==> config.mk <==
export PLATFORM = sky130hd
export DESIGN_NAME = watchdog_escalator
export DESIGN_NICKNAME = d
export VERILOG_FILES = /design/src/rtl/wdt_pkg.sv /design/src/rtl/wdt_datapath.sv /design/src/rtl/wdt_ctrl.sv /design/src/rtl/watchdog_escalator.sv
export SDC_FILE = /design/constraint.sdc
export NUM_CORES = 1
export LEC_CHECK = 0
export BUFFER_PORTS_ARGS = -buffer_cell sky130_fd_sc_hd__buf_2
export CAP_MARGIN = 10
export CORE_MARGIN = 2
export CORE_UTILIZATION = 45
export CTS_BUF_LIST = sky130_fd_sc_hd__clkbuf_4 sky130_fd_sc_hd__clkbuf_8
export CTS_CLUSTER_DIAMETER = 100
export DETAILED_ROUTE_END_ITERATION = 7
export PLACE_DENSITY_LB_ADDON = 0.25
export SYNTH_ARGS = -nofsm -noshare
export SYNTH_HDL_FRONTEND = slang
export SYNTH_HIERARCHICAL = 1
export SYNTH_SLANG_ARGS = --single-unit
==> constraint.sdc <==
create_clock -name clk -period 7 [get_ports clk]
set_input_delay 0.35 -clock clk [delete_from_list [all_inputs] [get_ports clk]]
set_output_delay 0.35 -clock clk [all_outputs]
set_load 0.05 [all_outputs]
==> src/rtl/wdt_pkg.sv <==
package wdt_pkg;
  localparam int SEL_W = 4;

  localparam logic [7:0] OFF_CTRL   = 8'h00;
  localparam logic [7:0] OFF_FEED   = 8'h04;
  localparam logic [7:0] OFF_STATUS = 8'h08;

  localparam int CTRL_EN_BIT   = 0;
  localparam int CTRL_ESC_BIT  = 1;
  localparam int CTRL_SEL_LSB  = 4;
  localparam int STAT_PEND_BIT = 7;
  localparam int STAT_ONE_BIT  = 6;
  localparam int STAT_ESC_BIT  = 4;

  typedef struct packed {
    logic             clear;
    logic             run;
    logic [SEL_W-1:0] sel;
  } wdt_strobe_t;
endpackage

==> src/rtl/wdt_datapath.sv <==
module wdt_datapath
  import wdt_pkg::*;
#(
  parameter int BASE_EXP = 16,
  localparam int CNT_W   = BASE_EXP + (1 << SEL_W)
) (
  input  logic        clk,
  input  logic        rstN,
  input  wdt_strobe_t strb,
  output logic        expire
);
  localparam logic [CNT_W-1:0] ONE = 1;

  logic [CNT_W-1:0] count;
  logic [CNT_W-1:0] limit;

  always_comb begin
    limit  = (ONE << (BASE_EXP + int'(strb.sel))) - ONE;
    expire = strb.run && !strb.clear && (count >= limit);
  end

  always_ff @(posedge clk or negedge rstN) begin
    if (!rstN) begin
      count <= '0;
    end else if (!strb.run || strb.clear || expire) begin
      count <= '0;
    end else begin
      count <= count + ONE;
    end
  end

  // a restart strobe leaves the count at zero
  a_r6_clear_zero: assert property (@(posedge clk) disable iff (!rstN)
    strb.clear |=> (count == '0));

  // a stopped watchdog holds its count at zero
  a_r9_idle_hold: assert property (@(posedge clk) disable iff (!rstN)
    !strb.run |=> (count == '0));
endmodule

==> src/rtl/wdt_ctrl.sv <==
module wdt_ctrl
  import wdt_pkg::*;
#(
  parameter int DATA_W = 32,
  parameter int ADDR_W = 4
) (
  input  logic              clk,
  input  logic              rstN,
  input  logic              busSel,
  input  logic              busWrite,
  input  logic [ADDR_W-1:0] busAddr,
  input  logic [DATA_W-1:0] busWdata,
  output logic [DATA_W-1:0] busRdata,
  input  logic              expire,
  output wdt_strobe_t       strb,
  output logic              irq,
  output logic              sysRst
);
  localparam logic [ADDR_W-1:0] A_CTRL   = ADDR_W'(OFF_CTRL);
  localparam logic [ADDR_W-1:0] A_FEED   = ADDR_W'(OFF_FEED);
  localparam logic [ADDR_W-1:0] A_STATUS = ADDR_W'(OFF_STATUS);

  logic             ctrlEn;
  logic             ctrlEsc;
  logic [SEL_W-1:0] ctrlSel;
  logic             intPend;
  logic             rstPulse;
  logic             wrCtrl;
  logic             wrFeed;
  logic             rdAny;
  logic             escalate;
  logic             unusedWdata;

  always_comb begin
    wrCtrl   = busSel && busWrite && (busAddr == A_CTRL);
    wrFeed   = busSel && busWrite && (busAddr == A_FEED);
    rdAny    = busSel && !busWrite;
    escalate = expire && !wrFeed && (!ctrlEsc || intPend);
  end

  assign unusedWdata = ^{busWdata[DATA_W-1:CTRL_SEL_LSB+SEL_W],
                         busWdata[CTRL_SEL_LSB-1:CTRL_ESC_BIT+1]};

  always_ff @(posedge clk or negedge rstN) begin
    if (!rstN) begin
      ctrlEn   <= 1'b0;
      ctrlEsc  <= 1'b0;
      ctrlSel  <= '0;
      intPend  <= 1'b0;
      rstPulse <= 1'b0;
    end else if (rstPulse) begin
      ctrlEn   <= 1'b0;
      ctrlEsc  <= 1'b0;
      ctrlSel  <= '0;
      intPend  <= 1'b0;
      rstPulse <= 1'b0;
    end else begin
      if (wrCtrl) begin
        ctrlEn  <= busWdata[CTRL_EN_BIT];
        ctrlEsc <= busWdata[CTRL_ESC_BIT];
        ctrlSel <= busWdata[CTRL_SEL_LSB +: SEL_W];
      end
      if (wrFeed) begin
        intPend <= 1'b0;
      end else if (expire && ctrlEsc && !intPend) begin
        intPend <= 1'b1;
      end
      rstPulse <= escalate;
    end
  end

  always_comb begin
    strb.clear = wrFeed || rstPulse;
    strb.run   = ctrlEn;
    strb.sel   = ctrlSel;
  end

  always_comb begin
    busRdata = '0;
    if (rdAny) begin
      case (busAddr)
        A_CTRL: begin
          busRdata[CTRL_EN_BIT]                = ctrlEn;
          busRdata[CTRL_ESC_BIT]               = ctrlEsc;
          busRdata[CTRL_SEL_LSB +: SEL_W]      = ctrlSel;
        end
        A_STATUS: begin
          busRdata[STAT_PEND_BIT] = intPend;
          busRdata[STAT_ONE_BIT]  = 1'b1;
          busRdata[STAT_ESC_BIT]  = ctrlEsc;
        end
        default: busRdata = '0;
      endcase
    end
  end

  assign irq    = intPend;
  assign sysRst = rstPulse;

  // first expiry in escalating policy raises the interrupt, no reset
  a_r3_first_irq: assert property (@(posedge clk) disable iff (!rstN)
    (expire && !wrFeed && !rstPulse && ctrlEsc && !intPend) |=> (irq && !sysRst));

  // expiry with the interrupt still pending escalates to reset
  a_r4_escalate: assert property (@(posedge clk) disable iff (!rstN)
    (expire && !wrFeed && !rstPulse && ctrlEsc && intPend) |=> sysRst);

  // direct policy resets on every expiry
  a_r5_direct_reset: assert property (@(posedge clk) disable iff (!rstN)
    (expire && !wrFeed && !rstPulse && !ctrlEsc) |=> sysRst);

  // a feed clears the pending interrupt and suppresses reset
  a_r6_feed_clears: assert property (@(posedge clk) disable iff (!rstN)
    (wrFeed && !rstPulse) |=> (!irq && !sysRst));

  // reset pulse lasts one cycle and leaves the block idle
  a_r7_pulse_clears: assert property (@(posedge clk) disable iff (!rstN)
    sysRst |=> (!sysRst && !irq && !strb.run));
endmodule

==> src/rtl/watchdog_escalator.sv <==
module watchdog_escalator
  import wdt_pkg::*;
#(
  parameter int DATA_W   = 32,
  parameter int ADDR_W   = 4,
  parameter int BASE_EXP = 16
) (
  input  logic              clk,
  input  logic              rstN,
  input  logic              busSel,
  input  logic              busWrite,
  input  logic [ADDR_W-1:0] busAddr,
  input  logic [DATA_W-1:0] busWdata,
  output logic [DATA_W-1:0] busRdata,
  output logic              irq,
  output logic              sysRst
);
  wdt_strobe_t strb;
  logic        expire;

  wdt_ctrl #(
    .DATA_W (DATA_W),
    .ADDR_W (ADDR_W)
  ) u_ctrl (
    .clk      (clk),
    .rstN     (rstN),
    .busSel   (busSel),
    .busWrite (busWrite),
    .busAddr  (busAddr),
    .busWdata (busWdata),
    .busRdata (busRdata),
    .expire   (expire),
    .strb     (strb),
    .irq      (irq),
    .sysRst   (sysRst)
  );

  wdt_datapath #(
    .BASE_EXP (BASE_EXP)
  ) u_dp (
    .clk    (clk),
    .rstN   (rstN),
    .strb   (strb),
    .expire (expire)
  );
endmodule

==> results.json, run 1 <==
{
  "drt_drc_violations_left": 0,
  "worst_hold_path_type": "primary input to asynchronous set/reset pin",
  "coreArea_um2": 6720,
  "synth_adder_area_share_pct": 7.27,
  "yosys_warnings": 6,
  "finalWorstPathRequiredPeriod_ns": 3.89,
  "clock.fmax_mhz": 257,
  "yosys.area.top_type_share_pct": 32.3,
  "cts_tree": "built",
  "drt_iter0_drc": 71,
  "total_power_w": 0.000625,
  "routedWlPerCell_um": 13.8,
  "cts.clk_slew.worst_paths_ns": 0.07,
  "outcome": "finished clean",
  "worstPathArrival_ns": 4.09,
  "place_congestion": 0.733,
  "drv_slew": 0,
  "cp-start-kind": "register",
  "use_met1_pct": 22.4,
  "pwr-share-clk_pct": 29.9,
  "clk_path_buf_depth": 2,
  "rsz0062_at_grt": "no",
  "max-vdd-ir-drop_v": 0.000163,
  "nNetsFinal": 394,
  "cts-hold-fix-buffers": 0,
  "power.switching_w": 0.000220,
  "end_kind": "register",
  "worstMarginPinSlew_ns": 1.02,
  "ys_seq_elements": 40,
  "die_area_um2": 7570,
  "grt_max_degree": 41,
  "regArea_um2": 1000,
  "syn_inst": 330,
  "worst-path-max-fanout": 32,
  "required_ns": 7.20,
  "die_w_um": 87.0,
  "synthXorXnorAreaFrac_pct": 8.48,
  "pre_cts_ws_ns": 3.15,
  "synth_ff_type": "dfrtp_1",
  "critPathKind": "register to register",
  "placed_area_um2": 3080,
  "std_cell_rows": 30,
  "floorplan.die.height_um": 87.0,
  "cp-startpoint": "u_ctrl/ctrlSel[2]",
  "ios": 74,
  "drt-total-wl_um": 5770,
  "yosysMostFrequentCell": "dfrtp_1",
  "htree_levels": 2,
  "drive_gt1_share_pct": 20.8,
  "track_usage_pct": 17.0,
  "busiest_layer": "met2",
  "finalCritPeriodShare_pct": 55.6,
  "fillers": 670,
  "setup_slack_ns": 3.11,
  "area_delta_synth_final_pct": 2.95,
  "antenna_found_initial": 0,
  "switching_share_pct": 35.3,
  "cts_made_buffers": 5,
  "cap_violations": 0,
  "reg2reg_slack_ns": 3.11,
  "synth_simple_gate_area_share_pct": 30.8,
  "clock-sinks": 40,
  "tns_ns": 0,
  "synth_compound_area_share_pct": 6.90,
  "final_area_um2": 3190,
  "worst_clock_skew_ns": 0.00969,
  "grt_use_met2_pct": 28.9,
  "grt_pass1_wl_um": 10300,
  "ant_nets": 0,
  "avgSynthCellArea_um2": 9.39,
  "start_util_pct": 46.1,
  "drt-pass1-iter-count": 4,
  "ys_seq_area_share_pct": 32.3,
  "insertion_delay_ns": 0.29,
  "grt_pass1_vias": 2187,
  "gr-usage-met3_pct": 2.56,
  "synth_top_area_cell": "dfrtp_1",
  "ctsResizeCount": 0,
  "portBuffers": 21,
  "hpwlAfterDp_um": 4030,
  "via_per_inst": 5.38,
  "p_per_area_nw_per_um2": 196,
  "grt-ovfl-total": 0,
  "vias": 2243,
  "synth-edff-count": 0,
  "synth_common_cells": "dfrtp_1, buf_4, nor3_2",
  "relSlewSlack_pct": 32.1,
  "cts-root-buf": "clkbuf_8",
  "final_hold_viol_count": 0,
  "power.leakage_nw": 1.55,
  "synthTopCellsByArea": "dfrtp_1, nor3_2, buf_4",
  "r2r_start": "u_ctrl/ctrlSel[2]",
  "power.internal_w": 0.000404,
  "multi_input_comb_area_um2": 1840,
  "synth_top_family_by_area": "simple AND/OR/NAND/NOR gates",
  "async_reset_ff_share_pct": 100,
  "comb_power_share_pct": 25.1,
  "synth_cell_types": 47,
  "num_antenna_cells": 0,
  "postCtsSetupBuffers": 0,
  "setup_violations": 0,
  "syn-cell-area_um2": 3100,
  "seqPwrFrac_pct": 45.0,
  "synth_mux_area_share_pct": 2.58
}
[area by class of cell]
cell class / instances / area share (%)
Timing Repair Buffer: 22 / 3.53
Multi-Input combinational cell: 260 / 57.6
Clock buffer: 5 / 2.16
Sequential cell: 40 / 31.4
Clock inverter: 3 / 1.33
Inverter: 7 / 0.824
Tap cell: 80 / 3.14
[registers in the layout, summed over array words and instances (netlist names)]
signal,cells
u_ctrl/ctrlSel,4
u_dp/count,32
u_ctrl/irq,1
u_ctrl/ctrlEn,1
u_ctrl/ctrlEsc,1
u_ctrl/sysRst,1
[worst max-delay path, stage by stage (launching register included)]
cell and delay, ns:
dfrtp_1 0.58, nor2_1 0.36, nand3_1 0.12, ha_1 0.35, or2_2 0.36, o21ai_0 0.17
a31oi_1 0.11, ha_1 0.34, a41oi_1 0.21, o21ai_1 0.10, a222oi_1 0.37, nand4b_2 0.17
buf_4 0.31, nor3b_1 0.23
[kinds of logic after synthesis]
| family | after synthesis |
|---|---|
| other | 2 |
| buffers and inverters | 55 |
| AOI/OAI and AO/OA | 34 |
| muxes | 8 |
| DFF | 40 |
| xor gates and xnor gates | 30 |
| and+or+nand+nor | 143 |
| adders and majority gates | 18 |
[metal layers]
layer	routed length (um)	vias up
li1	-	1118
met2	2790	35
met5	0	-
met3	143	6
met4	74	0
met1	2760	1084
[per-stage QoR]
stage / util [%] / hold slack [ns] / instances
floorplan: - / 0.0544 / 355
CTS: 47.5 / 0.213 / 417
finish: 47.5 / 0.173 / 417
global route: 47.5 / 0.270 / 417
global placement: 45.8 / 0.461 / 409
detailed placement: 45.8 / 0.465 / 409
[cell usage in the layout, fill, tap and decap left out, types with 4 or more instances in the layout]
master	synthesis	routed
and3_1	13	13
xor2_1	16	16
dfrtp_1	40	40
nand2b_1	14	13
a21oi_1	12	12
and4_1	4	4
o21ai_0	8	8
nand4_1	12	12
nor3_2	30	30
ha_1	18	18
clkbuf_8	0	5
buf_2	2	21
mux2i_1	8	8
conb_1	2	27
inv_1	7	7
nor3_1	8	8
nand2_1	14	14
nor4_1	4	4
nor2_1	14	14
xnor2_1	14	14
nand3_1	15	15
a31oi_1	4	4
[worst paths after layout]
kind	depth (start not counted)	to
max in group asynchronous	1	u_dp/count[24]
worst min register to register	1	u_dp/count[0]
worst min-delay path	1	u_dp/count[18]
worst max-delay path	13	u_dp/count[19]
min in group clk	3	u_ctrl/ctrlSel[1]
worst max register to register	13	u_dp/count[19]
[power groups by stage]
stage	logic (W)	registers, W	clock network (W)
5_1_grt	0.000175	0.000286	0.000200
2_1_floorplan	0.000157	0.000269	0
4_1_cts	0.000158	0.000281	0.000193
6_report	0.000157	0.000281	0.000187
3_3_place_gp	0.000154	0.000285	0
3_5_place_dp	0.000158	0.000286	0
(Power assumes the default switching activity.)
==> run 2: changes to the inputs <==
==> constraint.sdc (replaced) <==
create_clock -name clk -period 3.5 [get_ports clk]
set_input_delay 0.175 -clock clk [delete_from_list [all_inputs] [get_ports clk]]
set_output_delay 0.175 -clock clk [all_outputs]
set_load 0.05 [all_outputs]
==> results.json, run 2 (synthesis gave the netlist of run 1 again) <==
{
  "drive_gt1_share_pct": 24.0,
  "drv_slew": 0,
  "fillers": 647,
  "track_usage_pct": 16.9,
  "worstMarginPinSlew_ns": 0.999,
  "ios": 74,
  "end_kind": "register",
  "drt_drc_violations_left": 0,
  "cts_tree": "built",
  "postCtsSetupBuffers": 0,
  "std_cell_rows": 30,
  "final_cells": 426,
  "grt_max_degree": 41,
  "multi_input_comb_area_um2": 1860,
  "ctsResizeCount": 0,
  "largest-register": "u_dp/count",
  "clock.fmax_mhz": 307,
  "via_per_inst": 5.39,
  "p_per_area_nw_per_um2": 373,
  "cts.clk_slew.worst_paths_ns": 0.08,
  "largest_reg_flops": 32,
  "grt_pass1_vias": 2233,
  "antenna_found_initial": 0,
  "die_area_um2": 7570,
  "drt-pass1-iter-count": 4,
  "floorplan.die.height_um": 87.0,
  "cp-start-kind": "register",
  "grt_pass1_wl_um": 10300,
  "start_util_pct": 46.1,
  "setup_violations": 0,
  "htree_levels": 2,
  "critPathKind": "register to register",
  "clk_path_buf_depth": 2,
  "finalWorstPathRequiredPeriod_ns": 3.26,
  "hold_slack_ns": -0.00152,
  "worst-path-max-fanout": 6,
  "hpwlAfterDp_um": 4140,
  "portBuffers": 21,
  "cts_made_buffers": 5,
  "clock-sinks": 40,
  "cts-root-buf": "clkbuf_8",
  "place_congestion": 0.810,
  "regArea_um2": 1000,
  "max-vdd-ir-drop_v": 0.000324,
  "placed_cells": 418,
  "post-route-util_pct": 48.6,
  "drt-total-wl_um": 5840,
  "r2r_end": "u_ctrl/irq",
  "nNetsFinal": 403,
  "rsz0062_at_grt": "no",
  "worst_clock_skew_ns": 0.00340,
  "num_antenna_cells": 0,
  "biggestRegsByFlops": "u_dp/count x32, u_ctrl/ctrlSel x4",
  "worstPathArrival_ns": 3.45,
  "vias": 2297,
  "final_cell_mix": "dfrtp_1, nor3_2, conb_1",
  "insertion_delay_ns": 0.29,
  "drt_iter0_drc": 93,
  "ant_nets": 0,
  "cts-hold-fix-buffers": 0,
  "cap_violations": 0,
  "slowest_stage": "dfrtp_2",
  "area_delta_synth_final_pct": 5.37,
  "relSlewSlack_pct": 33.4,
  "r2r_start": "u_ctrl/ctrlSel[0]",
  "worst_hold_path_type": "primary input to asynchronous set/reset pin",
  "finalCritPeriodShare_pct": 93.2,
  "final_hold_viol_count": 2,
  "worst-r2r-cell-count": 14,
  "outcome": "finished, violations left",
  "reg2reg_slack_ns": 0.24,
  "routedWlPerCell_um": 13.7,
  "critPathMaxStageDelay_ns": 0.44,
  "power.leakage_nw": 1.59,
  "tns_ns": 0,
  "required_ns": 3.68,
  "violations": "hold timing",
  "coreArea_um2": 6720,
  "die_w_um": 87.0,
  "path_cells": "nor2_1 > nand2_1 > ha_1 > or2_2 > o21ai_1 > a31oi_1 > ha_1 > a41oi_2 > o21ai_1 > a222oi_1 > nand4b_2 > nor2b_2 > a21oi_1 > nor2_1",
  "layout_commonest_cell": "dfrtp_1",
  "grt-ovfl-total": 0
}
## run 2: cell type report
class / instances / share of cell area, %
multi-input combinational: 260 / 56.9
clock inverter: 2 / 0.307
clock buffer: 6 / 2.53
tap: 80 / 3.07
timing repair buffer: 31 / 5.75
inverter: 7 / 0.805
sequential: 40 / 30.7
## run 2: where the power goes
part | leakage, nW | total, W | internal [W] | switching (W)
Sequential | 0.532 | 0.000536 | 0.000498 | 0.0000377
Clock | 0.0510 | 0.000318 | 0.000157 | 0.000161
Combinational | 1.00 | 0.000364 | 0.000118 | 0.000246
## run 2: per-stage QoR
stage / cell area [um^2] / setup WS [ns] / power [W]
2_1_floorplan: 3190 / 0.360 / 0.000851
3_3_place_gp: 3150 / 0.225 / 0.000900
3_5_place_dp: 3150 / 0.202 / 0.000904
4_1_cts: 3240 / 0.158 / 0.00123
5_1_grt: 3270 / 0.0312 / 0.00130
6_report: 3270 / 0.238 / 0.00122
## run 2: worst max-delay path: cells and delay by family, from the launching register on
| family | cells | cell delay, ns |
|---|---|---|
| adders and majority gates | 2 | 0.56 |
| AOI/OAI and AO/OA | 6 | 1.08 |
| and+or+nand+nor | 6 | 1.06 |
| DFF | 1 | 0.44 |
## run 2: how the worst max path moves through the flow
| stage | startpoint | to | slack, ns | cells after the start |
|---|---|---|---|---|
| 2_1_floorplan | u_ctrl/ctrlSel[2] | u_ctrl/irq | 0.36 | 14 |
| 3_3_place_gp | u_ctrl/ctrlSel[2] | u_ctrl/irq | 0.22 | 14 |
| 3_5_place_dp | u_ctrl/ctrlSel[2] | u_dp/count[12] | 0.20 | 13 |
| 4_1_cts | u_ctrl/ctrlSel[2] | u_dp/count[12] | 0.16 | 13 |
| 5_1_grt | u_ctrl/ctrlSel[2] | u_ctrl/irq | 0.03 | 14 |
| 6_report | u_ctrl/ctrlSel[0] | u_ctrl/irq | 0.24 | 14 |
## run 2: layer usage
metal / part of all wire [%] / routed length (um) / track usage [%]
met5: 0 / 0 / 0
met4: 0.98 / 57 / 4.69
met3: 2.3 / 135 / 2.56
met2: 48 / 2810 / 27.8
met1: 49 / 2840 / 23.3
